--- src/rtl/usb_ls_tx_pkg.sv ---
package usb_ls_tx_pkg;
  typedef enum logic [2:0] {
    ST_IDLE,
    ST_LEAD,
    ST_DATA,
    ST_SE0,
    ST_TAIL
  } tx_state_e;

  localparam logic [7:0] SYNC_BYTE = 8'h80;
endpackage

--- src/rtl/usb_ls_bit_timer.sv ---
module usb_ls_bit_timer #(
  parameter int BIT_CYC = 8
) (
  input  logic clk_i,
  input  logic rst_ni,
  input  logic run_i,
  input  logic clr_i,
  output logic tick_o
);
  localparam int PH_W = (BIT_CYC > 1) ? $clog2(BIT_CYC) : 1;
  localparam logic [PH_W-1:0] PH_LAST = PH_W'(BIT_CYC - 1);

  logic [PH_W-1:0] ph_q;

  always_ff @(posedge clk_i or negedge rst_ni) begin
    if (!rst_ni)              ph_q <= '0;
    else if (clr_i)           ph_q <= '0;
    else if (ph_q == PH_LAST) ph_q <= '0;
    else                      ph_q <= ph_q + 1'b1;
  end

  assign tick_o = run_i && (ph_q == PH_LAST);
endmodule

--- src/rtl/usb_ls_byte_feed.sv ---
module usb_ls_byte_feed #(
  parameter int CNT_W = 4
) (
  input  logic             clk_i,
  input  logic             rst_ni,
  input  logic             load_i,
  input  logic [CNT_W-1:0] cnt_i,
  input  logic             adv_i,
  input  logic [7:0]       rd_data_i,
  output logic             bit_o,
  output logic             empty_o,
  output logic [CNT_W-1:0] rd_addr_o
);
  import usb_ls_tx_pkg::*;

  logic [7:0]       sh_q;
  logic [2:0]       bidx_q;
  logic [CNT_W-1:0] left_q;
  logic [CNT_W-1:0] addr_q;
  logic             empty_q;

  always_ff @(posedge clk_i or negedge rst_ni) begin
    if (!rst_ni) begin
      sh_q    <= '0;
      bidx_q  <= '0;
      left_q  <= '0;
      addr_q  <= '0;
      empty_q <= 1'b1;
    end else if (load_i) begin
      sh_q    <= SYNC_BYTE;
      bidx_q  <= '0;
      left_q  <= cnt_i - CNT_W'(1);
      addr_q  <= '0;
      empty_q <= 1'b0;
    end else if (adv_i) begin
      if (bidx_q == 3'd7) begin
        // address held since the previous byte load, data long settled
        if (left_q != '0) begin
          sh_q   <= rd_data_i;
          bidx_q <= '0;
          left_q <= left_q - 1'b1;
          addr_q <= addr_q + 1'b1;
        end else begin
          empty_q <= 1'b1;
        end
      end else begin
        bidx_q <= bidx_q + 1'b1;
      end
    end
  end

  assign bit_o     = sh_q[bidx_q];
  assign empty_o   = empty_q;
  assign rd_addr_o = addr_q;
endmodule

--- src/rtl/usb_ls_line_enc.sv ---
module usb_ls_line_enc #(
  parameter int STUFF_RUN = 6
) (
  input  logic clk_i,
  input  logic rst_ni,
  input  logic set_j_i,
  input  logic send_i,
  input  logic bit_i,
  output logic line_k_o,
  output logic stuff_due_o
);
  localparam int RUN_W = $clog2(STUFF_RUN + 1);

  logic [RUN_W-1:0] run_q;
  logic             line_k_q;

  assign stuff_due_o = (run_q == RUN_W'(STUFF_RUN));

  always_ff @(posedge clk_i or negedge rst_ni) begin
    if (!rst_ni) begin
      line_k_q <= 1'b0;
      run_q    <= '0;
    end else if (set_j_i) begin
      line_k_q <= 1'b0;
      run_q    <= '0;
    end else if (send_i) begin
      if (stuff_due_o || !bit_i) begin
        line_k_q <= ~line_k_q;
        run_q    <= '0;
      end else begin
        run_q    <= run_q + 1'b1;
      end
    end
  end

  assign line_k_o = line_k_q;
endmodule

--- src/rtl/usb_ls_tx.sv ---
module usb_ls_tx #(
  parameter int BIT_CYC   = 8,
  parameter int CNT_W     = 4,
  parameter int SE0_BITS  = 2,
  parameter int STUFF_RUN = 6
) (
  input  logic             clk_i,
  input  logic             rst_ni,
  input  logic             start_i,
  input  logic [CNT_W-1:0] byte_cnt_i,
  input  logic [7:0]       rd_data_i,
  output logic [CNT_W-1:0] rd_addr_o,
  output logic             dp_o,
  output logic             dm_o,
  output logic             oe_o,
  output logic             done_o
);
  import usb_ls_tx_pkg::*;

  localparam int EOP_W = (SE0_BITS > 1) ? $clog2(SE0_BITS) : 1;
  localparam logic [EOP_W-1:0] EOP_LAST = EOP_W'(SE0_BITS - 1);

  tx_state_e        state_q;
  logic             oe_q, se0_q, done_q;
  logic [EOP_W-1:0] eop_q;

  logic tick, start_acc, send, adv, set_j, eop_last;
  logic cur_bit, empty, line_k, stuff_due;

  assign start_acc = (state_q == ST_IDLE) && start_i && (byte_cnt_i != '0);
  assign eop_last  = (eop_q == EOP_LAST);
  assign send      = tick && ((state_q == ST_LEAD) ||
                     ((state_q == ST_DATA) && (stuff_due || !empty)));
  assign adv       = send && !stuff_due;
  assign set_j     = start_acc || ((state_q == ST_SE0) && tick && eop_last);

  usb_ls_bit_timer #(.BIT_CYC(BIT_CYC)) u_tmr (
    .clk_i  (clk_i),
    .rst_ni (rst_ni),
    .run_i  (state_q != ST_IDLE),
    .clr_i  (start_acc),
    .tick_o (tick)
  );

  usb_ls_byte_feed #(.CNT_W(CNT_W)) u_feed (
    .clk_i     (clk_i),
    .rst_ni    (rst_ni),
    .load_i    (start_acc),
    .cnt_i     (byte_cnt_i),
    .adv_i     (adv),
    .rd_data_i (rd_data_i),
    .bit_o     (cur_bit),
    .empty_o   (empty),
    .rd_addr_o (rd_addr_o)
  );

  usb_ls_line_enc #(.STUFF_RUN(STUFF_RUN)) u_enc (
    .clk_i       (clk_i),
    .rst_ni      (rst_ni),
    .set_j_i     (set_j),
    .send_i      (send),
    .bit_i       (cur_bit),
    .line_k_o    (line_k),
    .stuff_due_o (stuff_due)
  );

  always_ff @(posedge clk_i or negedge rst_ni) begin
    if (!rst_ni) begin
      state_q <= ST_IDLE;
      oe_q    <= 1'b0;
      se0_q   <= 1'b0;
      done_q  <= 1'b0;
      eop_q   <= '0;
    end else begin
      done_q <= 1'b0;
      unique case (state_q)
        ST_IDLE: if (start_acc) begin
          state_q <= ST_LEAD;
          oe_q    <= 1'b1;
          se0_q   <= 1'b0;
        end
        ST_LEAD: if (tick) state_q <= ST_DATA;
        // trailing stuff bit goes out before SE0
        ST_DATA: if (tick && !stuff_due && empty) begin
          state_q <= ST_SE0;
          se0_q   <= 1'b1;
          eop_q   <= '0;
        end
        ST_SE0: if (tick) begin
          if (eop_last) begin
            state_q <= ST_TAIL;
            se0_q   <= 1'b0;
          end else begin
            eop_q <= eop_q + 1'b1;
          end
        end
        ST_TAIL: if (tick) begin
          state_q <= ST_IDLE;
          oe_q    <= 1'b0;
          done_q  <= 1'b1;
        end
        default: state_q <= ST_IDLE;
      endcase
    end
  end

  assign dp_o   = oe_q && !se0_q && line_k;
  assign dm_o   = oe_q && !se0_q && !line_k;
  assign oe_o   = oe_q;
  assign done_o = done_q;
endmodule

--- config.mk ---
export PLATFORM = sky130hd
export DESIGN_NAME = usb_ls_tx
export DESIGN_NICKNAME = d
export VERILOG_FILES = /design/src/rtl/usb_ls_tx_pkg.sv /design/src/rtl/usb_ls_bit_timer.sv /design/src/rtl/usb_ls_byte_feed.sv /design/src/rtl/usb_ls_line_enc.sv /design/src/rtl/usb_ls_tx.sv
export SDC_FILE = /design/constraint.sdc
export NUM_CORES = 1
export LEC_CHECK = 0
export ABC_AREA = 1
export BUFFER_PORTS_ARGS = -buffer_cell sky130_fd_sc_hd__buf_2
export CORE_ASPECT_RATIO = 0.6
export CORE_MARGIN = 8
export CORE_UTILIZATION = 43
export CTS_BUF_LIST = sky130_fd_sc_hd__clkbuf_4 sky130_fd_sc_hd__clkbuf_8 sky130_fd_sc_hd__clkbuf_16
export CTS_CLUSTER_SIZE = 28
export DETAILED_ROUTE_END_ITERATION = 6
export GPL_TIMING_DRIVEN = 0
export PLACE_DENSITY = 0.63
export SLEW_MARGIN = 20
export SYNTH_ARGS = -nofsm -noshare
export SYNTH_HDL_FRONTEND = slang
export SYNTH_HIERARCHICAL = 1
export SYNTH_SLANG_ARGS = --single-unit
--- constraint.sdc ---
create_clock -name clk_i -period 2.28 [get_ports clk_i]
set_clock_uncertainty 0.15 [all_clocks]
set_input_delay 0 -clock clk_i [delete_from_list [all_inputs] [get_ports clk_i]]
set_output_delay 0 -clock clk_i [all_outputs]
set_load 0.01 [all_outputs]
# After elaboration in Yosys (flattened, before gate mapping)
# Index checks and enable logic that the tools add are counted.
dict set report totals {
  reg_bits 34
  latch_bits 0
  mem_bits_rw 0
  rom_bits 0
  output_inout_bits 8
  wordCells 130
  n_memories 0
}
dict set report op_classes {
  addsub 7
  multipliers 0
  div_mod_pow 0
  magnitude_cmp 1
  eq_ne 15
  shift 0
  muxes 51
  bitwise_logic 1
  reduce_logical 42
}
# cell count
set op_table {}
lappend op_table {{$mux 3} 15}
lappend op_table {{$mux 4} 8}
lappend op_table {{$mux 8} 4}
lappend op_table {{$mux 1} 19}
lappend op_table {{$pmux 3 s5} 1}
lappend op_table {{$reduce_bool 2->1} 7}
lappend op_table {{$logic_and 1x1->1} 13}
lappend op_table {{$eq 3x3->1 const B} 4}
lappend op_table {{$ne 2x2->1 const B} 6}
lappend op_table {{$reduce_and 3->1} 4}
lappend op_table {{$add 3x1->3 const B} 3}
lappend op_table {{$reduce_bool 4->1} 2}
lappend op_table {{$sub 4x1->4 const B} 2}
lappend op_table {{$eq 3x2->1 const B} 2}
lappend op_table {{$reduce_and 6->1} 1}
lappend op_table {{$reduce_bool 3->1} 2}
lappend op_table {{$logic_not 1->1} 5}
lappend op_table {{$reduce_and 5->1} 1}
lappend op_table {{$add 4x1->4 const B} 1}
lappend op_table {{$logic_or 1x1->1} 4}
lappend op_table {{$lt 3x4->1 const B} 1}
lappend op_table {{$pmux 1 s2} 2}
lappend op_table {{$reduce_and 2->1} 2}
lappend op_table {{$bmux 1 s3} 1}
lappend op_table {{7 further kinds} 7}

# Depth between registers and ports, before layout
# Gate-level depths: netlist (run 1).
dict set report logic_depth {
  word_depth 8
  mapped_depth 16
  mapped_depth_nobuf 15
}

# Cells and area by module
# Netlist (run 1), hierarchy kept.
# module n_inst cells_per_inst area_each_um2 seq_area_each_um2
set by_module_without_submodules {}
lappend by_module_without_submodules {usb_ls_byte_feed 1 140 1149.9 501.7}
lappend by_module_without_submodules {usb_ls_tx 1 63 464.2 175.2}
lappend by_module_without_submodules {usb_ls_line_enc 1 34 256.5 100.1}
lappend by_module_without_submodules {usb_ls_bit_timer 1 15 140.1 75.1}

# Least setup slack after synthesis (run 1)
# Ideal clock, no wire load.
dict set report synth_timing {
  kind {reg2reg}
  from {register state_q[0]}
  to {register u_feed.left_q[3]}
  setup_time_ns 0.117
  t_arrival_ns 1.828
  required_time_ns 2.013
  path_slack_ns 0.185
  path_stages_with_launch 17
  path_buffers 1
  period_less_slack_ns 2.095
  cell_sequence {dfrtp_1 -> nor2_2 -> inv_2 -> nor2_4 -> inv_2 -> nand2_1 -> inv_1 -> inv_1 -> a21oi_2 -> and2_1 -> a21oi_2 -> inv_1 -> nand2_2 -> buf_6 -> inv_1 -> nand3_1 -> nand2_1}
}
# item line
set synth_lines {}
lappend synth_lines {{from (decl)} usb_ls_tx.sv:23} ;# tx_state_e state_q;
lappend synth_lines {{from (signal assigned)} usb_ls_tx.sv:69} ;# state_q <= ST_IDLE;
lappend synth_lines {{from (signal assigned)} usb_ls_tx.sv:78} ;# state_q <= ST_LEAD;
lappend synth_lines {{from (signal assigned)} usb_ls_tx.sv:82} ;# ST_LEAD: if (tick) state_q <= ST_DATA;
lappend synth_lines {{$reduce_bool 3->1} usb_ls_tx.sv:40} ;# .run_i (state_q != ST_IDLE),
lappend synth_lines {{$logic_and 1x1->1} usb_ls_bit_timer.sv:22} ;# assign tick_o = run_i && (ph_q == PH_LAST);
lappend synth_lines {{named net tick} usb_ls_tx.sv:27} ;# logic tick, start_acc, send, adv, set_j, eop_last;
lappend synth_lines {{$logic_and 1x1->1} usb_ls_tx.sv:32} ;# assign send = tick && ((state_q == ST_LEAD) ||
lappend synth_lines {{named net send} usb_ls_tx.sv:27}
lappend synth_lines {{$logic_and 1x1->1} usb_ls_tx.sv:34} ;# assign adv = send && !stuff_due;
lappend synth_lines {{named net adv} usb_ls_tx.sv:27}
lappend synth_lines {{$reduce_bool 2->1 (no line)} n/a}
lappend synth_lines {{$reduce_and 3->1 (no line)} n/a}
lappend synth_lines {{to (signal assigned)} usb_ls_byte_feed.sv:32} ;# left_q <= cnt_i - CNT_W'(1);
lappend synth_lines {{to (signal assigned)} usb_ls_byte_feed.sv:41} ;# left_q <= left_q - 1'b1;
lappend synth_lines {{to (decl)} usb_ls_byte_feed.sv:18} ;# logic [CNT_W-1:0] left_q;
# The timed path passes the listed nets, and every way through them passes these cells.
# A chain may end at the register's enable or synchronous reset.

# Worst setup path in the final report (run 1)
dict set report layout_timing {
  from {register state_q[2]}
  to {register u_feed.addr_q[3] (netlist: u_feed/rd_addr_o[3])}
}
# item line
set layout_lines {}
lappend layout_lines {{$reduce_bool 3->1} usb_ls_tx.sv:40}
lappend layout_lines {{$logic_and 1x1->1} usb_ls_bit_timer.sv:22}
lappend layout_lines {{named net tick} usb_ls_tx.sv:27}
lappend layout_lines {{$logic_and 1x1->1} usb_ls_tx.sv:32}
lappend layout_lines {{named net send} usb_ls_tx.sv:27}
lappend layout_lines {{$logic_and 1x1->1} usb_ls_tx.sv:34}
lappend layout_lines {{named net adv} usb_ls_tx.sv:27}
lappend layout_lines {{$reduce_bool 2->1 (no line)} n/a}
lappend layout_lines {{$reduce_and 3->1 (no line)} n/a}
lappend layout_lines {{to (signal assigned)} usb_ls_byte_feed.sv:42} ;# addr_q <= addr_q + 1'b1;
lappend layout_lines {{to (decl)} usb_ls_byte_feed.sv:19} ;# logic [CNT_W-1:0] addr_q;
# The timed path passes the listed nets, and every way through them passes these cells.

==> results of run 1 <==
-- cell families after synthesis --
group | Yosys count | synth area share (%)
xor+xnor | 2 | 0.871
fa+ha+maj | 8 | 4.98
buf+inv | 42 | 10.0
compound gates | 36 | 11.2
simple gates | 130 | 30.6
flops | 34 | 42.4
-- power breakdown --
group	switching, mW	internal, mW
registers	0.182	0.820
clock network	0.224	0.243
logic	0.897	0.676
-- final cells by class --
class | instances | area (um2)
plain buffers | 6 | 77.6
clock buffers | 6 | 82.6
clock inverters | 2 | 12.5
fillers | 441 | 1970
inverters | 36 | 138
multi-input cells | 176 | 1000
flip-flops and latches | 34 | 853
well taps | 63 | 78.8
repair buffers | 43 | 325
-- per-layer routing --
layer / wire length (um) / up-vias / global-route usage (%)
li1: - / 902 / -
met1: 2480 / 790 / 17.8
met2: 1850 / 25 / 20.2
met3: 138 / 4 / 3.43
met4: 25 / 0 / 3.76
met5: 0 / - / 0
-- state kept, by name (all words and copies together), names as in the netlist --
signal / cells
u_feed/sh_q: 8
u_feed/left_q: 4
u_feed/rd_addr_o: 4
state_q: 3
u_enc/run_q: 3
u_feed/bidx_q: 3
u_tmr/ph_q: 3
done_o: 1
eop_last: 1
oe_o: 1
se0_q: 1
u_enc/line_k_o: 1
u_feed/empty_o: 1
-- worst max-delay path by stage --
| stage | from | endpoint | slack [ns] | cells after the start |
|---|---|---|---|---|
| 2_1_floorplan | state_q[0]$_DFFE_PN0P_ | u_feed/left_q[3]$_DFFE_PN0P_ | 0.18 | 16 |
| 3_3_place_gp | state_q[0]$_DFFE_PN0P_ | u_feed/left_q[3]$_DFFE_PN0P_ | -0.06 | 16 |
| 3_5_place_dp | state_q[0]$_DFFE_PN0P_ | u_feed/rd_addr_o[3]$_DFFE_PN0P_ | -0.10 | 16 |
| 4_1_cts | state_q[0]$_DFFE_PN0P_ | u_feed/rd_addr_o[3]$_DFFE_PN0P_ | 0.03 | 16 |
| 5_1_grt | state_q[2]$_DFFE_PN0P_ | u_feed/sh_q[5]$_DFFE_PN0P_ | -0.02 | 16 |
| 6_report | state_q[2]$_DFFE_PN0P_ | u_feed/rd_addr_o[3]$_DFFE_PN0P_ | 0.09 | 16 |
-- worst min-delay path, cell delays in order --
cell and delay (ns):
buf_2 0.08, inv_1 0.03, nand2_1 0.06, nand2_1 0.11, nand2_1 0.08, o21ai_1 0.05
-- stage by stage --
stage               total power, mW  TNS (ns)
detailed placement             2.35     -1.26
CTS                            2.86         0
global placement               2.32    -0.708
global route                   3.34    -0.155
floorplan                      2.04         0
finish                         3.04         0
-- Yosys cell counts, drive strengths merged --
cell,n
nor3b,1
xor2,2
o21ai,32
nor3,1
nand4,9
nand3,12
dfstp,1
nor2,27
nand2,79
inv,36
buf,6
a21oi,4
and2,1
ha,8
dfrtp,33
-- timing repair --
item	CTS	global route
hold buffers	9	0
pin swaps	1	6
gates cloned	0	2
endpoints found under the setup margin	18	20
gates resized for setup	5	16
setup buffers	1	9
endpoints found under the hold margin	41	0
==> flow_summary_export.csv, run 1 <==
group,metric,value,unit
finish,layout-area-overhead-vs-synth,27.9,%
floorplanning,num_io_pins,23,
worst_setup_path,worstPathCellList,"nor2_4 > inv_2 > nor2_4 > inv_2 > nand2_1 > inv_2 > inv_4 > a21oi_4 > and2_4 > a21oi_4 > inv_2 > nand2_4 > buf_8 > buf_12 > nand2_2 > o21ai_2",
grt,first_global_vias,1622,
synthesis,yosys_warnings,6,
finish,final_area,2570,um2
drt,viasPerCell,4.70,
finish,layout_common_cells,"nand2_1, dfrtp_1, inv_1, buf_2, nor2_1",
clock_tree,clock-sinks,34,
grt,grt_first_pass_wirelength,7610,um
worst_setup_path,critical_path.max_stage_delay,0.43,ns
placement,placed_cells,337,
timing,final_worst_path_period_share,96.0,%
synthesis,netlist_top_cells_area,"dfrtp_1, nand2_1, inv_1",
timing,timing_hold_violations_final,0,
grt,antenna_violations_before_repair,0,
worst_hold_path,hold_path_startpoint,"byte_cnt_i[0]",
worst_setup_path,crit_path_end_kind,"flip-flop",
finish,finalCoreUtilization,56.7,%
clock_tree,cts.htree.levels,2,
worst_setup_path,cp_top_delay_family,"simple AND/OR/NAND/NOR gates",
drt,drt-wirelength-per-cell,12.3,um
timing,max_freq,457,MHz
worst_setup_path,arrival_time_at_the_worst_endpoint,2.24,ns
worst_hold_path,min-delay-path-class,"input pin to flip-flop",
timing,rsz0062_at_grt,"true",
timing,fin_worst_hold_slack,0.0257,ns
placement,buffer_ports.inserted,22,
timing,period_needed,2.19,ns
floorplanning,die-width,104,um
floorplanning,die_area,7190,um2
finish,finish.net_count,325,
grt,global_route.usage.total,13.1,%
drt,detailed_route_via_count,1721,
clock_tree,tritoncts_clock_tree,"done",
placement,postPlaceCellArea,2200,um2
worst_setup_path,critical_path_class,"flip-flop to flip-flop",
grt,grt-ovfl-total,0,
finish,layout.cells.most_common,"nand2_1",
timing,max_slew.worst_pin.slew,0.766,ns
worst_setup_path,crit-reg2reg-capture,"u_feed/rd_addr_o[3]$_DFFE_PN0P_",
floorplanning,core-area,4540,um2
grt,grt_max_degree,35,
drt,dr.first_iter.drc_count,65,
placement,place_hpwl,3030,um
worst_setup_path,critPathMostFrequentCell,"inv_2",
drt,antenna_violating_nets_post_route,0,
worst_hold_path,min_path_cells,6,
timing,timing.final.ws_setup,0.0920,ns
clock_tree,path_clk_slew,0.07,ns
finish,diodes_inserted,0,
synthesis,netlist.top_cell.by_area,"dfrtp_1",
finish,finalNonFillerCells,366,
worst_setup_path,worst_path_max_delay_cell,"dfrtp_1",
worst_setup_path,worst_ep_required_time,2.33,ns
power_and_ir_drop,powerDensity,1180,nW/um2
worst_setup_path,cp-start-kind,"flip-flop",
worst_setup_path,reg2regPathDepth,16,
drt,route.final.wire_length,4490,um
clock_tree,cts_buffer_depth,2,
timing,finalSetupViolations,0,
worst_setup_path,cp_buf_inv_count,7,
drt,drt-pass1-iter-count,4,
flow_run,max-cap-violations,0,
synthesis,synthesis.area,2010,um2
placement,place_ws,-0.103,ns
worst_setup_path,worst-path-max-fanout,6,
worst_hold_path,timing.hold.worst_endpoint,"u_feed/left_q[0]$_DFFE_PN0P_",
power_and_ir_drop,peakVddDrop,0.000631,V
floorplanning,die_height,69.0,um
synthesis,synth_area_per_cell,7.98,um2
floorplanning,floorplan.initialDensity,44.3,%
run_status,result_of_the_run,"finished clean",
clock_tree,insertion_delay,0.28,ns
finish,layout_cell_share_with_drive_strength_beyond_1,32.0,%
synthesis,synth.net_count,275,
synthesis,synth_sequential_area_ratio,42.4,%
synthesis,synthDominantCellAreaShare,41.1,%
timing,max_slew_margin,48.9,%
synthesis,synth.lib_cells_used.distinct,28,
synthesis,netlist_instances,252,
clock_tree,cts.root.buffer_cell,"clkbuf_8",
worst_setup_path,timing.reg2reg.setup_slack,0.09,ns
timing,slew_viol_final,0,
floorplanning,core.rowCount,19,
power_and_ir_drop,p_leak,1.33,nW
synthesis,synth.ff_latch_count,34,
worst_setup_path,crit-reg2reg-launch,"state_q[2]$_DFFE_PN0P_",
placement,gp_congestion,0.863,
drt,remaining_drc_errors,0,
clock_tree,cts_buffers,5,
No activity file was read; power rests on OpenSTA's default activity.
==> run 2: changes to the inputs <==
--- a/config.mk
+++ b/config.mk
@@ -18,5 +18,4 @@
 export SLEW_MARGIN = 20
 export SYNTH_ARGS = -nofsm -noshare
 export SYNTH_HDL_FRONTEND = slang
-export SYNTH_HIERARCHICAL = 1
 export SYNTH_SLANG_ARGS = --single-unit
==> constraint.sdc (replaced) <==
create_clock -name clk_i -period 2.28 [get_ports clk_i]
set_clock_uncertainty 0.15 [all_clocks]
set_input_delay 0 -clock clk_i [delete_from_list [all_inputs] [get_ports clk_i]]
set_output_delay 0 -clock clk_i [all_outputs]
set_load 0.05 [all_outputs]
==> run 2 against run 1 <==
Effect of this change:
- core utilization shrank 4.1 points
- routed wire length shrank 11%
- power is 6.1% lower
- cell count shrank 5.5%
- synthesized cell count is 3.6% lower
- register-to-register slack better by 0.31 ns
- highest routed layer unchanged
==> flow_summary_export.csv, run 2 <==
group,metric,value,unit
timing,final_worst_path_period_share,82.4,%
power_and_ir_drop,powerDensity,1210,nW/um2
finish,layout-area-overhead-vs-synth,19.4,%
worst_hold_path,min-delay-path-class,"input pin to flip-flop",
drt,dr.max_layer_used,"met4",
finish,layout_cell_share_with_drive_strength_beyond_1,25.1,%
grt,grt_first_pass_wirelength,7080,um
drt,dr.first_iter.drc_count,50,
floorplanning,num_io_pins,23,
clock_tree,cts_post_setup_buffers_inserted,0,
floorplanning,die-width,104,um
worst_hold_path,hold_path_startpoint,"byte_cnt_i[3]",
drt,remaining_drc_errors,0,
synthesis,netlist_top_cells_area,"dfrtp_1, nand2_1, o21ai_2",
power_and_ir_drop,clk_network_pwr_share,16.4,%
worst_setup_path,critical_path_class,"flip-flop to flip-flop",
finish,final_area,2360,um2
synthesis,synth_area_per_cell,8.14,um2
clock_tree,cts_buffer_depth,2,
clock_tree,insertion_delay,0.28,ns
synthesis,dominant_cell_by_count_in_the_synthesized_netlist,"nand2_1",
grt,grt_max_degree,35,
placement,buffer_ports.inserted,22,
drt,route.met3.wl,250,um
placement,postPlaceCellArea,2170,um2
power_and_ir_drop,p_leak,1.28,nW
worst_setup_path,arrival_time_at_the_worst_endpoint,1.90,ns
power_and_ir_drop,power.share.combinational,48.4,%
finish,finish.net_count,305,
placement,place_hpwl,3000,um
clock_tree,cts.root.buffer_cell,"clkbuf_8",
clock_tree,clock-sinks,34,
clock_tree,post_cts_hold_buffer_count,10,
worst_setup_path,worst-path-max-fanout,10,
worst_hold_path,min_path_cells,5,
grt,first_global_vias,1553,
power_and_ir_drop,design_power_total,2.86,mW
synthesis,synth_sequential_area_ratio,43.1,%
floorplanning,core-area,4490,um2
timing,slew_viol_final,0,
power_and_ir_drop,sw_frac_of_total,44.7,%
synthesis,synthDominantCellAreaShare,41.8,%
drt,detailed_route_via_count,1559,
drt,met1_length,2210,um
drt,drt-pass1-iter-count,4,
worst_setup_path,crit-reg2reg-capture,"u_feed.rd_addr_o[3]$_DFFE_PN0P_",
worst_setup_path,crit-reg2reg-launch,"u_tmr.ph_q[0]$_DFF_PN0_",
synthesis,netlist.top_cell.by_area,"dfrtp_1",
timing,max_freq,532,MHz
synthesis,netlist_instances,243,
worst_setup_path,timing.reg2reg.setup_slack,0.40,ns
finish,largest_reg_flops,8,
floorplanning,die_height,68.5,um
worst_setup_path,cp-start-kind,"flip-flop",
finish,finalNonFillerCells,346,
grt,global_route.usage.total,12.4,%
synthesis,number_of_flops_mapped_to_enable_cells_by_yosys,0,
timing,max_slew_margin,47.5,%
clock_tree,cells_resized_by_post_cts_repair,0,
timing,period_needed,1.88,ns
grt,grt-ovfl-total,0,
drt,antenna_violating_nets_post_route,0,
synthesis,synth.lib_cells_used.distinct,30,
worst_setup_path,crit_path_end_kind,"flip-flop",
finish,registers.top_by_ff_count,"u_feed.sh_q",
power_and_ir_drop,sequentialPowerShare,35.1,%
timing,setup-tns-final,0,ns
drt,route.final.wire_length,4020,um
timing,timing_hold_violations_final,0,
clock_tree,cts.htree.levels,2,
timing,finalSetupViolations,0,
grt,antenna_violations_before_repair,0,
power_and_ir_drop,peakVddDrop,0.000604,V
floorplanning,die_area,7090,um2
drt,dr_wl_met2,1530,um
worst_setup_path,reg2regPathDepth,11,
synthesis,netlist_top_cells_count,"nand2_1, dfrtp_1, inv_1, nor2_1, o21ai_2",
worst_setup_path,worst_ep_required_time,2.30,ns
finish,layout.cells.most_common,"nand2_1",
finish,layout_common_cells,"nand2_1, dfrtp_1, inv_1, buf_2, nor2_1",
drt,drt-wirelength-per-cell,11.6,um
timing,max_slew.worst_pin.slew,0.787,ns
floorplanning,core.rowCount,19,
synthesis,synth_flop_cell,"dfrtp_1",
flow_run,max-cap-violations,0,
timing,rsz0062_at_grt,"false",
synthesis,synthesis.area,1980,um2
clock_tree,tritoncts_clock_tree,"done",
synthesis,synth.ff_latch_count,34,
floorplanning,floorplan.initialDensity,44.0,%
power_and_ir_drop,power_switching,1.28,mW
finish,filler_cell_count,423,
synthesis,synth.net_count,266,
finish,diodes_inserted,0,
placement,gp_congestion,0.800,
drt,viasPerCell,4.51,
clock_tree,path_clk_slew,0.07,ns
clock_tree,cts_buffers,5,
synthesis,yosys_warnings,0,
worst_hold_path,timing.hold.worst_endpoint,"u_feed.left_q[3]$_DFFE_PN0P_",
placement,placed_cells,328,
synthesis,synth_async_sr_flop_share,100,%
power_and_ir_drop,internal_power,1.58,mW
run_status,result_of_the_run,"finished clean",
-- run 2: metal layers --
metal / vias up / track usage (%)
met5: - / 0
met2: 29 / 18.6
met1: 684 / 16.6
met4: 0 / 3.81
met3: 3 / 4.17
li1: 843 / -
-- run 2: final cells by class --
type | count | area (um2) | share of cell area [%]
inverter | 29 | 110 | 4.66
sequential | 34 | 852 | 36.1
timing repair buffer | 32 | 210 | 8.90
clock inverter | 1 | 5.00 | 0.212
tap | 63 | 78.8 | 3.34
buffer | 5 | 46.3 | 1.96
clock buffer | 7 | 90.1 | 3.82
multi-input combinational | 175 | 968 | 41.0
-- run 2: critical path, cell delays in order, from the launching register on --
cell	delay, ns
dfrtp_1	0.39
ha_1	0.20
ha_1	0.25
inv_1	0.14
nor2_4	0.06
nand3_2	0.09
nand2_4	0.07
nand2_4	0.08
buf_6	0.15
clkinv_2	0.07
nand2_1	0.06
nand2_1	0.05
-- run 2: power groups by stage --
stage	clock, mW	sequential (mW)	combinational (mW)
final	0.470	1.00	1.38
after global routing	0.507	1.04	1.58
after CTS	0.490	1.01	1.40
after detailed placement	0	1.01	1.38
after global placement	0	1.01	1.36
after floorplan	0	1.07	1.03
-- run 2: kinds of logic (layout without fill, tap and decap cells) --
kind of cell	Yosys count	count (layout)	synth area share, %
AND/OR/NAND/NOR	135	135	32.3
buffers and inverters	34	74	7.91
XOR/XNOR	3	3	1.33
AO/OA/AOI/OAI	29	29	10.3
flip-flops	34	34	43.1
adder cells (fa/ha/maj)	8	8	5.06
-- run 2: worst max path at each step --
| stage | from | to | slack, ns |
|---|---|---|---|
| 6_report | u_tmr.ph_q[0]$_DFF_PN0_ | u_feed.rd_addr_o[3]$_DFFE_PN0P_ | 0.40 |
| 3_5_place_dp | u_tmr.ph_q[0]$_DFF_PN0_ | u_feed.left_q[0]$_DFFE_PN0P_ | 0.42 |
| 3_3_place_gp | state_q[0]$_DFFE_PN0P_ | u_feed.left_q[2]$_DFFE_PN0P_ | 0.40 |
| 4_1_cts | u_tmr.ph_q[0]$_DFF_PN0_ | u_feed.left_q[0]$_DFFE_PN0P_ | 0.39 |
| 5_1_grt | state_q[0]$_DFFE_PN0P_ | u_feed.left_q[2]$_DFFE_PN0P_ | 0.25 |
| 2_1_floorplan | oe_o$_DFFE_PN0P_ | dm_o | 0.35 |
-- run 2: stage by stage --
stage / util, % / setup slack (ns) / hold WS, ns
after global routing: 52.5 / 0.247 / 0.0630
after floorplan: - / 0.352 / -0.446
after detailed placement: 48.2 / 0.416 / -0.0203
after global placement: 48.2 / 0.405 / -0.0209
final: 52.5 / 0.401 / 0.0305
after CTS: 52.5 / 0.386 / 0.00424
